**src/rtl/pulse_timer.sv**
```systemverilog
module pulse_timer #(
  parameter int W = 6
) (
  input  logic         clk,
  input  logic         rst,
  input  logic         en,
  input  logic         mode,
  input  logic         load,
  input  logic [W-1:0] period,
  output logic [W-1:0] count,
  output logic         pulse
);
  localparam logic [W-1:0] ONE = {{(W-1){1'b0}}, 1'b1};

  logic         up_q;
  logic         tc;
  logic         reload;
  logic [W-1:0] start;
  logic [W-1:0] nxt;

  assign tc     = up_q ? (count == period) : (count == '0);
  assign start  = mode ? '0 : period;
  assign reload = load | (en & tc);
  assign nxt    = reload ? start : (up_q ? count + ONE : count - ONE);

  always_ff @(posedge clk) begin
    if (rst) begin
      count <= start;
      up_q  <= mode;
      pulse <= 1'b0;
    end else begin
      pulse <= en & ~load & tc;
      if (load | en) count <= nxt;
      if (reload)    up_q  <= mode;
    end
  end

  a_r1_reset_state: assert property (@(posedge clk)
    rst |=> (!pulse && count == ($past(mode) ? '0 : $past(period))));

  a_r3_hold: assert property (@(posedge clk) disable iff (rst)
    (!en && !load) |=> ($stable(count) && !pulse));

  a_r4_load_priority: assert property (@(posedge clk) disable iff (rst)
    load |=> (!pulse && count == ($past(mode) ? '0 : $past(period))));

  a_r2_down_step: assert property (@(posedge clk) disable iff (rst)
    (en && !load && !up_q && count != '0) |=> (count == $past(count) - ONE));

  a_r7_up_step: assert property (@(posedge clk) disable iff (rst)
    (en && !load && up_q && count != period) |=> (count == $past(count) + ONE));

  a_r5_pulse_at_end: assert property (@(posedge clk) disable iff (rst)
    (en && !load && tc) |=> pulse);
endmodule

```
**config.mk**
```make
export PLATFORM = sky130hd
export DESIGN_NAME = pulse_timer
export DESIGN_NICKNAME = d
export VERILOG_FILES = /design/src/rtl/pulse_timer.sv
export SDC_FILE = /design/constraint.sdc
export NUM_CORES = 1
export LEC_CHECK = 0
export ABC_AREA = 1
export BUFFER_PORTS_ARGS = -buffer_cell sky130_fd_sc_hd__buf_2
export CAP_MARGIN = 20
export CORE_MARGIN = 1.5
export CORE_UTILIZATION = 54
export DETAILED_ROUTE_END_ITERATION = 12
export PLACE_DENSITY_LB_ADDON = 0.15
export SLEW_MARGIN = 20
export SYNTH_ARGS = -nofsm -noshare
export SYNTH_HDL_FRONTEND = slang
export SYNTH_SLANG_ARGS = --single-unit
```
**constraint.sdc**
```tcl
create_clock -name clk -period 4.1 [get_ports clk]
set_input_delay 0.82 -clock clk [delete_from_list [all_inputs] [get_ports clk]]
set_output_delay 0.82 -clock clk [all_outputs]
set_load 0.03 [all_outputs]
```
==> impl_metrics.json, run 1 <==
{
  "status": "finished clean",
  "hpwl_mm": 1.221,
  "power.leakage_uw": 0.0004773,
  "start_kind": "register",
  "vias": 699,
  "cp_max_fo": 6,
  "path_delay_family": "simple AND/OR/NAND/NOR gates",
  "drive_gt1_share_pct": 20.66,
  "cp.required_ps": 4140,
  "wl_mm": 1.610,
  "slew_headroom_pct": 60.36,
  "drv_cap": 0,
  "rr_worst_depth": 9,
  "maxSlewViolCount": 0,
  "netlist_instances": 100,
  "cts_tree": "yes",
  "cts_root_buffer": "clkbuf_4",
  "cts_sinks": 8,
  "die_h_um": 39.02,
  "initial_core_util_pct": 60.61,
  "hp-class": "in2reg",
  "ys_ff_latch": 8,
  "clock_latency_ps": 280,
  "clockBufferDepth": 2,
  "antenna_found_initial": 0,
  "yosysTopAreaCell": "edfxtp_1",
  "ios": 18,
  "cts_resized": 0,
  "grt_pass1_vias": 586,
  "path_buf_inv": 1,
  "finalSetupTns_ps": 0,
  "grt_use_total_pct": 24.91,
  "cp.depth": 9,
  "slowest_delay_ps": 430,
  "ys_top_cells_by_area": "edfxtp_1 (30%), nand2_1 (18%), inv_1 (7.5%), ha_1 (7.1%), nand3_1 (7.1%)",
  "htree_levels": 1,
  "worst_slew_pin_slew_ps": 592.4,
  "diodes": 0,
  "drc": 0,
  "post-route-period-util_pct": 45.27,
  "p_total_uw": 317.4,
  "clk_pin_slew_ps": 70,
  "drt-initial-drc-count": 23,
  "synth-seq-area-share_pct": 32.86,
  "end_kind": "register",
  "crit_path_top_delay_cell": "edfxtp_1",
  "hold_depth": 2,
  "synth.distinct_cells": 18,
  "synth_top_area_share_pct": 30.00,
  "skew_ps": 8.560,
  "wl_per_cell_um": 11.93,
  "synth_nets": 116,
  "seq_area_um2": 230.2,
  "synthToLayoutAreaGrowth_pct": 18.39,
  "gp_congestion": 0.8041,
  "post_cts_buffers": 0,
  "ir_drop_v": 0.0002035,
  "dieArea_mm2": 0.001523,
  "multi_input_area_um2": 414.1,
  "std_cell_rows": 12,
  "grt-ovfl-total": 0,
  "die_x_um": 39.02,
  "avgViaCountPerCell": 5.178,
  "core_area_mm2": 0.001156,
  "worstPathCellList": "inv_1 > ha_1 > a21oi_1 > or2_1 > nand3_1 > nand2_1 > nand2_1 > nand3_1 > nand2_1",
  "worstSetupPathType": "reg2reg",
  "grt_setup_unrepaired": "no",
  "crit_top_cell": "nand2_1",
  "powerDensity_mw_per_mm2": 382.6,
  "numCtsBuffers": 3,
  "finalCoreUtilization_pct": 71.75,
  "fillers": 104,
  "grt_max_degree": 9,
  "worstPathArrival_ps": 1890,
  "detail-route-antenna-nets": 0,
  "setup_viol": 0,
  "avgSynthCellArea_um2": 7.007,
  "grt_pass1_wl_mm": 2.442,
  "port_buffers": 17,
  "layout.nets": 138,
  "synth_area_um2": 700.7,
  "hold_viol": 0,
  "fin_crit_ps": 1856,
  "cts_hold_buf": 0,
  "max_freq_mhz": 538.8,
  "firstDrtPassIters": 4,
  "yosysWarnings": 0
}
metal layers:
metal	vias up	GRT usage, %	wire length [um]
li1	363	-	-
met1	304	30.94	734
met2	28	40.00	746
met3	4	4.046	105
met4	0	14.66	23
met5	-	0	0
registers in the layout, indices dropped and copies added (netlist names):
| name | flops |
|---|---|
| count | 6 |
| up_q | 1 |
| pulse | 1 |
metrics by stage:
stage	hold slack [ps]	area [um^2]	worst slack [ps]	cells
2_1_floorplan	746.5	700.7	2346	100
3_3_place_gp	796.2	803.3	2131	131
3_5_place_dp	817.6	803.3	2033	131
4_1_cts	720.2	829.5	2247	135
5_1_grt	721.9	829.5	2052	135
6_report	719.3	829.5	2244	135
report_power, final:
part	switching, uW	total (uW)	internal (uW)
logic	81.6	129	47.1
clock network	34.8	72.5	37.7
registers	14.4	116	102
synth_stat cells:
library cell and instances:
a21oi_1 3, inv_1 14, or2_1 1, dfxtp_1 1
ha_1 4, xor2_1 4, xnor2_1 1, edfxtp_1 7
nand3_1 10, nand2_2 1, nand2_1 33, nand4_1 3
nor2_1 11, nor2_2 1, nor3_1 2, fa_1 1
nand2_4 2, inv_2 1
layout make-up:
class | instances | share of cell area, %
clock buffers | 4 | 3.167
inverters | 15 | 6.787
multi-input cells | 77 | 49.92
flip-flops and latches | 8 | 27.75
well taps | 14 | 2.112
repair buffers | 17 | 10.26
cell families after synthesis:
kind of cell,after synthesis,share of synthesized area (%)
AO/OA/AOI/OAI,3,2.142
flip-flops,8,32.86
buffers and inverters,15,8.035
adder cells (fa/ha/maj),5,10.00
XOR/XNOR,5,6.250
AND/OR/NAND/NOR,64,40.72
cells in the final DEF, fill, tap and decap left out, types with 3 or more instances in the layout:
cell      instances
nand4_1           3
nand2_1          33
nor2_1           11
nand3_1          10
edfxtp_1          7
inv_1            14
buf_2            17
ha_1              4
a21oi_1           3
xor2_1            4
clkbuf_4          3
worst paths after layout:
check / start / to / slack [ps]
min reg2reg: up_q / pulse / 840
min: rst / pulse / 720
max: up_q / count[5] / 2240
max reg2reg: up_q / count[5] / 2240
No activity file was read; power rests on OpenSTA's default activity.
==> inputs of run 2 (changes only) <==
--- a/config.mk
+++ b/config.mk
@@ -5,12 +5,12 @@
 export SDC_FILE = /design/constraint.sdc
 export NUM_CORES = 1
 export LEC_CHECK = 0
-export ABC_AREA = 1
+export ABC_AREA = 0
 export BUFFER_PORTS_ARGS = -buffer_cell sky130_fd_sc_hd__buf_2
 export CAP_MARGIN = 20
-export CORE_MARGIN = 1.5
-export CORE_UTILIZATION = 54
+export CORE_AREA = 2 2 39 41
 export DETAILED_ROUTE_END_ITERATION = 12
+export DIE_AREA = 0 0 41 43
 export PLACE_DENSITY_LB_ADDON = 0.15
 export SLEW_MARGIN = 20
 export SYNTH_ARGS = -nofsm -noshare
==> constraint.sdc (replaced) <==
create_clock -name clk -period 1.88 [get_ports clk]
set_input_delay 0.376 -clock clk [delete_from_list [all_inputs] [get_ports clk]]
set_output_delay 0.376 -clock clk [all_outputs]
set_load 0.03 [all_outputs]
==> run 2 against run 1 <==
The run now ends with setup timing left. Wire length down 10%. Register-to-register slack got worse by 2300 ps. Sequential power grew 120%. Global-route usage is 3.9 points lower. Worst setup slack worse by 2300 ps. Final area grew 5.9%. Synthesized area decreased by 9.6%. Core utilization decreased by 8.3 points. First-iteration DRC count fell by 91%. Non-clock buffer count rose by 12. Critical path type unchanged. Critical endpoint is now count[1].
==> impl_metrics.json, run 2 <==
{
  "p_total_uw": 767.4,
  "hpwl_mm": 1.165,
  "grt_pass1_vias": 562,
  "rr_startpoint": "count[5]",
  "drc": 0,
  "initial_core_util_pct": 45.75,
  "wl_per_cell_um": 14.00,
  "grt_use_total_pct": 21.02,
  "dp.cells": 98,
  "grt_pass1_wl_mm": 2.463,
  "finalSetupTns_ps": -107.9,
  "vias": 545,
  "layout.nets": 104,
  "antenna_found_initial": 0,
  "grt_setup_unrepaired": "yes",
  "cts_sinks": 8,
  "worstPathCellList": "or4_4 > nor4_4 > a41oi_2 > o21ai_4 > mux2_4",
  "skew_ps": 13.41,
  "finalNonFillerCells": 103,
  "gp_congestion": 0.7402,
  "synth_top_area_share_pct": 33.20,
  "layout_commonest_cell": "buf_2",
  "synth-seq-area-share_pct": 36.36,
  "grt-ovfl-total": 0,
  "hp-class": "in2reg",
  "slowest_delay_ps": 520,
  "crit_path_top_delay_cell": "or4_4",
  "avgSynthCellArea_um2": 11.72,
  "final_cell_mix": "buf_2 (17), buf_4 (11), edfxtp_1 (7)",
  "synth.most_common_cell": "edfxtp_1",
  "die_h_um": 43,
  "drive_gt1_share_pct": 45.98,
  "cp_max_fo": 4,
  "ys_ff_latch": 8,
  "power.leakage_uw": 0.0004173,
  "detail-route-antenna-nets": 0,
  "powerDensity_mw_per_mm2": 873.7,
  "start_kind": "register",
  "min_to": "pulse",
  "worst_slew_pin_slew_ps": 295.2,
  "dieArea_mm2": 0.001763,
  "largest_reg_flops": 6,
  "synth_edf_count": 7,
  "synth_area_um2": 633.1,
  "numCtsBuffers": 3,
  "worstPathArrival_ps": 1970,
  "rr_worst_depth": 5,
  "wl_mm": 1.442,
  "diodes": 0,
  "status": "finished, violations left",
  "violations": "setup timing",
  "netlist_instances": 54,
  "worstSetupPathType": "reg2reg",
  "max_freq_mhz": 515.3,
  "cts_hold_buf": 0,
  "cts_tree": "yes",
  "ir_drop_v": 0.0004948,
  "ios": 18,
  "ys_top_cells_by_area": "edfxtp_1 (33%), xor2_1 (8.3%), ha_1 (7.9%), mux2i_1 (7.9%), xnor2_1 (6.9%)",
  "hold_viol": 0,
  "clock_latency_ps": 270,
  "ys_async_sr_fraction_pct": 0,
  "rrSetupSlack_ps": -60,
  "firstDrtPassIters": 3,
  "timing.rr.end": "count[1]",
  "std_cell_rows": 14,
  "htree_levels": 1,
  "clk_pin_slew_ps": 70,
  "end_kind": "register",
  "maxSlewViolCount": 0,
  "core_area_mm2": 0.001384,
  "drv_cap": 0,
  "final_area_um2": 878.3,
  "die_x_um": 41,
  "port_buffers": 17,
  "fin_crit_ps": 1941,
  "synthFlopType": "edfxtp_1",
  "hold_depth": 2,
  "synth.distinct_cells": 24,
  "cts_root_buffer": "clkbuf_4",
  "yosys-top-cells-count": "edfxtp_1 (7), xor2_1 (6), mux2i_1 (5), nand2b_1 (5), xnor2_1 (5)",
  "post-route-period-util_pct": 103.2,
  "clockBufferDepth": 2,
  "reg_top3": "count: 6 flops, pulse: 1 flops, up_q: 1 flops",
  "slew_headroom_pct": 80.27,
  "drt-initial-drc-count": 2,
  "regMostFlops": "count",
  "hold_ws_ps": 293.7,
  "yosysWarnings": 0,
  "cp.required_ps": 1900,
  "yosysTopAreaCell": "edfxtp_1",
  "synth_nets": 70,
  "hold_start": "rst",
  "synthToLayoutAreaGrowth_pct": 38.74,
  "place_area_um2": 829.5,
  "avgViaCountPerCell": 5.291,
  "setup_viol": 4,
  "grt_max_degree": 8,
  "fin_ws_ps": -60.58
}
[run 2: cell count changes after synthesis, sizes merged, moves of 3 or more]
cell | previous run | this run
inv | 15 | 1
mux2i | 0 | 5
nand2 | 36 | 1
nand2b | 0 | 5
nand3 | 10 | 0
nand4 | 3 | 0
nor2 | 12 | 1
nor4 | 0 | 3
xnor2 | 1 | 5
[run 2: kinds of logic (layout without fill, tap and decap cells)]
family	Yosys count	in the layout	synth area share, %
AOI/OAI and AO/OA	10	10	13.04
xor gates and xnor gates	11	11	15.22
adders and majority gates	5	5	11.07
buffers and inverters	2	35	1.185
DFF	8	8	36.36
muxes	6	6	10.28
and+or+nand+nor	12	12	12.84
[run 2: layout make-up]
type / count / area, um^2
Sequential cell: 8 / 230.2
Multi-Input combinational cell: 44 / 415.4
Timing Repair Buffer: 29 / 178.9
Clock buffer: 4 / 26.28
Fill cell: 112 / 505.5
Inverter: 2 / 7.507
Tap cell: 16 / 20.02
[run 2: stage by stage]
| stage | util, % | setup WS, ps |
|---|---|---|
| finish | 63.47 | -60.58 |
| global route | 63.47 | -106.5 |
| CTS | 61.84 | -59.51 |
| detailed placement | 59.95 | -58.94 |
| global placement | 59.95 | -27.85 |
| floorplan | - | -340.6 |
[run 2: worst max path at each step]
stage              from  endpoint  slack (ps)  cells after the start
6_report       count[5]  count[1]         -60                      5
3_5_place_dp   count[5]  count[1]         -60                      5
5_1_grt        count[2]  count[1]        -110                      5
2_1_floorplan  count[2]  count[1]        -340                      5
4_1_cts        count[5]  count[4]         -60                      6
3_3_place_gp   count[5]  count[1]         -30                      5
[run 2: what timing repair did]
| item | in CTS | in global routing |
|---|---|---|
| gates resized for setup | 0 | 5 |
| setup buffers | 0 | 1 |
| endpoints found under the setup margin | 7 | 7 |
| hold endpoints to repair | 0 | 0 |
[run 2: power breakdown]
group	switching (uW)	internal (uW)	leakage (uW)	total [uW]
clock	71.2	81.7	0.0000150	153
combinational	193	171	0.000318	364
sequential	25.2	226	0.0000843	251
total	289	478	0.000417	767
[run 2: layer usage]
| layer | track usage, % | part of all wire, % | vias up |
|---|---|---|---|
| li1 | - | - | 266 |
| met1 | 28.00 | 46 | 259 |
| met2 | 32.81 | 47 | 17 |
| met3 | 3.141 | 5.5 | 3 |
| met4 | 8.000 | 1.2 | 0 |
| met5 | 0 | 0 | - |
[run 2: worst max-delay path, delay by kind of cell (launching register included)]
family / cells / cell delay [ps]
flip-flops: 1 / 450
multiplexers: 1 / 310
AND/OR/NAND/NOR: 2 / 670
AO/OA/AOI/OAI: 2 / 270
